[src/rtl/ctc_pkg.sv]
`timescale 1ns/1ps
package ctc_pkg;
  // Positions of the control bits in the synchronized control word
  localparam int unsigned BIT_EVT  = 0;
  localparam int unsigned BIT_BYP  = 1;
  localparam int unsigned BIT_ACQ  = 2;
  localparam int unsigned BIT_STOP = 3;
  localparam int unsigned CTRL_W   = 4;

  // Which event times the sub-channel delay
  typedef enum logic {
    SRC_DISC  = 1'b0,
    SRC_EVENT = 1'b1
  } delay_src_e;
endpackage

[src/rtl/ctc_sync.sv]
`timescale 1ns/1ps
module ctc_sync #(
  parameter int unsigned W      = 1,
  parameter int unsigned STAGES = 2
) (
  input  logic         clk,
  input  logic         rst,
  input  logic [W-1:0] d_i,
  output logic [W-1:0] q_o
);
  logic [STAGES-1:0][W-1:0] stage_q;

  always_ff @(posedge clk) begin
    if (rst) begin
      stage_q <= '0;
    end else begin
      stage_q[0] <= d_i;
      for (int s = 1; s < STAGES; s++) begin
        stage_q[s] <= stage_q[s-1];
      end
    end
  end

  assign q_o = stage_q[STAGES-1];
endmodule

[src/rtl/ctc_edge.sv]
`timescale 1ns/1ps
module ctc_edge #(
  parameter int unsigned W = 1
) (
  input  logic         clk,
  input  logic         rst,
  input  logic [W-1:0] lvl_i,
  output logic [W-1:0] rise_o
);
  logic [W-1:0] prev_q;

  always_ff @(posedge clk) begin
    if (rst) prev_q <= '0;
    else     prev_q <= lvl_i;
  end

  assign rise_o = lvl_i & ~prev_q;
endmodule

[src/rtl/ctc_chan.sv]
`timescale 1ns/1ps
module ctc_chan
  import ctc_pkg::*;
(
  input  logic clk,
  input  logic rst,
  input  logic en_i,
  input  logic evt_lvl_i,
  input  logic evt_rise_i,
  input  logic byp_i,
  input  logic disc_rise_i,
  input  logic acq_rise_i,
  input  logic stop_rise_i,
  input  logic clr_i,
  output logic dly_o,
  output logic tst_o,
  output logic tsp_o,
  output logic hit_o
);
  delay_src_e src;
  logic armed_q, run_q, hit_q;
  logic gate, dly_n, tst_n, tsp_n;

  assign src = byp_i ? SRC_EVENT : SRC_DISC;

  // Timing a measurement needs an arming gate edge (event timing)
  // or a gate held high (discriminator timing).
  assign gate  = (src == SRC_EVENT) ? armed_q : 1'b1;
  assign tst_n = disc_rise_i & en_i & evt_lvl_i & gate;
  assign tsp_n = stop_rise_i & run_q;

  always_comb begin
    unique case (src)
      SRC_EVENT: dly_n = evt_rise_i & en_i;
      SRC_DISC:  dly_n = disc_rise_i & en_i & evt_lvl_i;
      default:   dly_n = 1'b0;
    endcase
  end

  always_ff @(posedge clk) begin
    if (rst) begin
      armed_q <= 1'b0;
      run_q   <= 1'b0;
      hit_q   <= 1'b0;
      dly_o   <= 1'b0;
      tst_o   <= 1'b0;
      tsp_o   <= 1'b0;
    end else begin
      if (evt_rise_i)      armed_q <= en_i;
      else if (!evt_lvl_i) armed_q <= 1'b0;
      run_q <= (run_q & ~stop_rise_i) | tst_n;
      if (clr_i)                          hit_q <= 1'b0;
      else if (tst_n || (acq_rise_i && en_i)) hit_q <= 1'b1;
      dly_o <= dly_n;
      tst_o <= tst_n;
      tsp_o <= tsp_n;
    end
  end

  assign hit_o = hit_q;


  hit_hold_chk: assert property (@(posedge clk) disable iff (rst)
    (hit_q && !clr_i) |=> hit_q);

  mask_block_chk: assert property (@(posedge clk) disable iff (rst)
    (tst_o || dly_o) |-> $past(en_i));

  start_sets_hit_chk: assert property (@(posedge clk) disable iff (rst)
    tst_o |-> (hit_q || $past(clr_i)));

  stop_needs_run_chk: assert property (@(posedge clk) disable iff (rst)
    tsp_o |-> $past(run_q));

  dly_single_chk: assert property (@(posedge clk) disable iff (rst)
    dly_o |=> !dly_o);
endmodule

[src/rtl/chan_trigger_capture.sv]
`timescale 1ns/1ps
module chan_trigger_capture
  import ctc_pkg::*;
#(
  parameter int unsigned NCH         = 8,
  parameter int unsigned SYNC_STAGES = 2
) (
  input  logic           clk,
  input  logic           rst,
  input  logic           evt_gate,
  input  logic           use_evt_timing,
  input  logic           force_hit,
  input  logic           common_stop,
  input  logic [NCH-1:0] disc_pulse,
  input  logic [NCH-1:0] chan_mask,
  input  logic [NCH-1:0] hit_clear,
  output logic [NCH-1:0] delay_start,
  output logic [NCH-1:0] tmeas_start,
  output logic [NCH-1:0] tmeas_stop,
  output logic [NCH-1:0] hit_flags
);
  localparam int unsigned RAW_W  = CTRL_W + 3*NCH;
  localparam int unsigned EDGE_W = 3 + NCH;

  logic [RAW_W-1:0]  raw, syn;
  logic [CTRL_W-1:0] ctrl_s;
  logic [NCH-1:0]    disc_s, mask_s, clr_s, disc_r;
  logic [EDGE_W-1:0] edge_in, edge_r;
  logic              evt_r, acq_r, stop_r;

  assign raw = {hit_clear, chan_mask, disc_pulse,
                common_stop, force_hit, use_evt_timing, evt_gate};

  ctc_sync #(.W(RAW_W), .STAGES(SYNC_STAGES)) u_sync (
    .clk (clk),
    .rst (rst),
    .d_i (raw),
    .q_o (syn)
  );

  assign ctrl_s = syn[CTRL_W-1:0];
  assign disc_s = syn[CTRL_W +: NCH];
  assign mask_s = syn[CTRL_W+NCH +: NCH];
  assign clr_s  = syn[CTRL_W+2*NCH +: NCH];

  assign edge_in = {disc_s, ctrl_s[BIT_STOP], ctrl_s[BIT_ACQ], ctrl_s[BIT_EVT]};

  ctc_edge #(.W(EDGE_W)) u_edge (
    .clk    (clk),
    .rst    (rst),
    .lvl_i  (edge_in),
    .rise_o (edge_r)
  );

  assign evt_r  = edge_r[0];
  assign acq_r  = edge_r[1];
  assign stop_r = edge_r[2];
  assign disc_r = edge_r[3 +: NCH];

  for (genvar c = 0; c < NCH; c++) begin : g_ch
    ctc_chan u_ch (
      .clk         (clk),
      .rst         (rst),
      .en_i        (~mask_s[c]),
      .evt_lvl_i   (ctrl_s[BIT_EVT]),
      .evt_rise_i  (evt_r),
      .byp_i       (ctrl_s[BIT_BYP]),
      .disc_rise_i (disc_r[c]),
      .acq_rise_i  (acq_r),
      .stop_rise_i (stop_r),
      .clr_i       (clr_s[c]),
      .dly_o       (delay_start[c]),
      .tst_o       (tmeas_start[c]),
      .tsp_o       (tmeas_stop[c]),
      .hit_o       (hit_flags[c])
    );
  end


  evt_all_start_chk: assert property (@(posedge clk) disable iff (rst)
    ((|delay_start) && $past(ctrl_s[BIT_BYP])) |-> (delay_start == $past(~mask_s)));
endmodule

[config.mk]
export PLATFORM = sky130hd
export DESIGN_NAME = chan_trigger_capture
export DESIGN_NICKNAME = d
export VERILOG_FILES = /design/src/rtl/ctc_pkg.sv /design/src/rtl/ctc_sync.sv /design/src/rtl/ctc_edge.sv /design/src/rtl/ctc_chan.sv /design/src/rtl/chan_trigger_capture.sv
export SDC_FILE = /design/constraint.sdc
export NUM_CORES = 1
export LEC_CHECK = 0
export BUFFER_PORTS_ARGS = -buffer_cell sky130_fd_sc_hd__buf_2
export CAP_MARGIN = 0
export CORE_MARGIN = 3
export CORE_UTILIZATION = 35
export DETAILED_ROUTE_END_ITERATION = 10
export PLACE_DENSITY_LB_ADDON = 0.3
export SLEW_MARGIN = 15
export SYNTH_ARGS = -nofsm -noshare
export SYNTH_HDL_FRONTEND = slang
export SYNTH_SLANG_ARGS = --single-unit
[constraint.sdc]
create_clock -name clk -period 1.3 [get_ports clk]
set_input_delay 0.195 -clock clk [delete_from_list [all_inputs] [get_ports clk]]
set_output_delay 0.195 -clock clk [all_outputs]
set_load 0.05 [all_outputs]
==> impl_metrics.tcl <==
set metrics [dict create \
    hold_viol 0 \
    synth_compound_area_share_pct 8.727 \
    cap_viol_max_count 0 \
    ir_worst_vdd_v 0.0007392 \
    rr_worst_depth 3 \
    drtAntennaViolNets 0 \
    grt_pass1_wl_mm 11.75 \
    gp_congestion 0.8474 \
    drt_pre_antenna_iters 4 \
    gr-total-overflow 0 \
    fin_nets 458 \
    path_max_fanout 1 \
    max_stage_delay_ns 0.30 \
    die_y_um 110.4 \
    hold_class "input port to flop" \
    clock_sinks 115 \
    finalClockSkew_ns 0.004994 \
    synth_fp_nets 388 \
    synth_top_family_by_area "simple AND/OR/NAND/NOR gates" \
    tns_ns 0 \
    dpl.hpwl_mm 5.032 \
    die_area_um2 12180 \
    power.density_nw_per_um2 1702 \
    drt-initial-drc-count 135 \
    avgSynthCellArea_um2 10.65 \
    reg2reg_slack_ns 0.17 \
    drt_wl_total_mm 7.383 \
    path_delay_family "flip-flops" \
    core-area_um2 10460 \
    ctsHtreeMaxLevel 4 \
    muxShareOfSynthArea_pct 0 \
    final_cell_mix "dfxtp_1, nor2b_1, buf_2" \
    cp_slowest_cell "dfxtp_1" \
    crit_arrival_ns 1.06 \
    final_common_cell "dfxtp_1" \
    fmax_ghz 0.7983 \
    status "completed" \
    route.detailed.drc 0 \
    r2r-end "g_ch[3].u_ch.dly_o" \
    clock-root-buffer "clkbuf_8" \
    setup_violations 0 \
    fp.dieW_um 110.4 \
    synthAdderAreaFrac_pct 0 \
    cts_inserted_buffers 17 \
    r2r-start "u_sync.q_o[1]" \
    worst_pin_slew_ns 0.4282 \
    criticalPathCategory "flop to output port" \
    route.vias.total 2489 \
    clk_latency_ns 0.51 \
    holdPathStages 3 \
    min_from "rst" \
    finalCritPeriodShare_pct 96.36 \
    port_buffers 61 \
    grt_pass1_vias 2436 \
    track_usage_pct 13.31 \
    num_rows 37 \
    antenna_found_initial 0 \
    area_growth_pct 31.40 \
    synthSimpleGateAreaFrac_pct 19.98 \
    ys_seq_area_share_pct 60.37 \
    worst_setup_path_end_kind "output port" \
    synth-xor-area-share_pct 0 \
    wl_per_cell_um 12.84 \
    cts_tree "built" \
    synth.distinct_cells 23 \
    n_antenna_cell 0 \
    power.leakage_uw 0.002098 \
    drive_gt1_share_pct 27.79 \
    critical_path_required_ns 1.11 \
    post_cts_buffers 0 \
    start_util_pct 36.45 \
    cts_buffer_depth 2 \
    synth.cell_area_um2 3814 \
    period_needed_ns 1.253 \
    syn_inst 358 \
    synth-warning-count 0 \
    utilization_pct 47.90 \
    ys_ff_latch 115 \
    path_cells "buf_2" \
    report.final.slew_viol_count 0 \
    hold_end "g_ch[7].u_ch.tsp_o" \
    path_clk_slew_ns 0.05 \
    rsz0062_at_grt "no" \
    ioPinCount 62 \
    worstSetupStartpointType "flop" \
    slew_headroom_pct 71.45 \
    grt_max_degree 46 \
    cp.buffers_inverters 1 \
    viasPerCell 4.329 \
]
registers in the layout, indices dropped and copies added (netlist names):
signal             count
u_sync.q_o            28
u_sync.stage_q        28
u_edge.prev_q         11
g_ch.u_ch.armed_q      8
g_ch.u_ch.dly_o        8
g_ch.u_ch.hit_o        8
g_ch.u_ch.run_q        8
g_ch.u_ch.tsp_o        8
g_ch.u_ch.tst_o        8
routing by layer:
| layer | vias up | GRT usage, % | wire length, um | share of wire, % |
|---|---|---|---|---|
| li1 | 1250 | - | - | - |
| met1 | 1144 | 15.80 | 3310 | 45 |
| met2 | 80 | 20.62 | 3428 | 46 |
| met3 | 15 | 5.475 | 487 | 6.6 |
| met4 | 0 | 6.948 | 156 | 2.1 |
| met5 | - | 0 | 0 | 0 |
kinds of logic after synthesis:
logic type | count (synthesis)
flip-flops | 115
buffers and inverters | 68
AND/OR/NAND/NOR | 127
AO/OA/AOI/OAI | 48
power by group:
| part | internal, uW | total (uW) | switching (uW) | leakage [uW] |
|---|---|---|---|---|
| Clock | 2960 | 4390 | 1430 | 0.000292 |
| Combinational | 222 | 435 | 213 | 0.000863 |
| Sequential | 3650 | 3710 | 58.9 | 0.000942 |
Yosys cell counts:
| master | number | share of area (%) |
|---|---|---|
| a211oi_1 | 7 | 1.4 |
| dfxtp_1 | 115 | 60 |
| buf_8 | 1 | 0.39 |
| o21ai_2 | 2 | 0.46 |
| inv_1 | 17 | 1.7 |
| buf_6 | 2 | 0.59 |
| nor2_1 | 24 | 2.4 |
| and2_1 | 8 | 1.3 |
| nand2b_1 | 3 | 0.49 |
| o21ai_1 | 6 | 0.79 |
| buf_2 | 6 | 0.79 |
| a21oi_1 | 24 | 3.1 |
| and2b_1 | 6 | 1.2 |
| and4bb_1 | 6 | 2.0 |
| inv_2 | 1 | 0.098 |
| a211oi_2 | 9 | 3.0 |
| nand3_1 | 8 | 1.0 |
| nor2b_1 | 61 | 10 |
| and4bb_2 | 2 | 0.66 |
| nor2_2 | 1 | 0.16 |
| clkbuf_1 | 7 | 0.69 |
| buf_4 | 34 | 6.7 |
| nand2_1 | 8 | 0.79 |
final cells by class:
| type | instances | area, um^2 |
|---|---|---|
| Fill cell | 967 | 5451 |
| Sequential cell | 115 | 2306 |
| Multi-Input combinational cell | 175 | 1105 |
| Timing Repair Buffer | 101 | 780.7 |
| Clock buffer | 27 | 541.8 |
| Tap cell | 136 | 170.2 |
| Inverter | 18 | 67.56 |
| Clock inverter | 3 | 40.04 |
metrics by stage:
stage / worst slack [ns] / hold slack [ns] / std cells / power (uW) / cell area [um^2]
finish: 0.04727 / 0.1943 / 575 / 8531 / 5011
global placement: -0.06436 / 0.3883 / 517 / 4126 / 4043
floorplan: 0.3537 / 0.3202 / 358 / 4028 / 3814
global route: 0.00005129 / 0.1898 / 575 / 8849 / 5011
detailed placement: -0.06145 / 0.3863 / 517 / 4132 / 4043
CTS: 0.002033 / 0.1461 / 575 / 8629 / 4967
worst max-delay path by stage:
stage | startpoint | depth (start not counted) | end
after global placement | u_sync.q_o[0] | 3 | g_ch[3].u_ch.dly_o
after floorplan | u_sync.q_o[0] | 4 | g_ch[5].u_ch.dly_o
after global routing | g_ch[1].u_ch.hit_o | 1 | hit_flags[1]
after CTS | g_ch[0].u_ch.dly_o | 1 | delay_start[0]
after detailed placement | u_sync.q_o[0] | 3 | g_ch[3].u_ch.dly_o
final | g_ch[2].u_ch.tst_o | 1 | tmeas_start[2]
timing repair:
item | 4_1_cts | 5_1_grt
endpoints found under the setup margin | 15 | 20
endpoints found under the hold margin | 28 | 0
hold buffers | 28 | 0
resized for setup | 21 | 17
gates cloned | 0 | 0
Note: power is estimated with default switching activity, not from simulation.
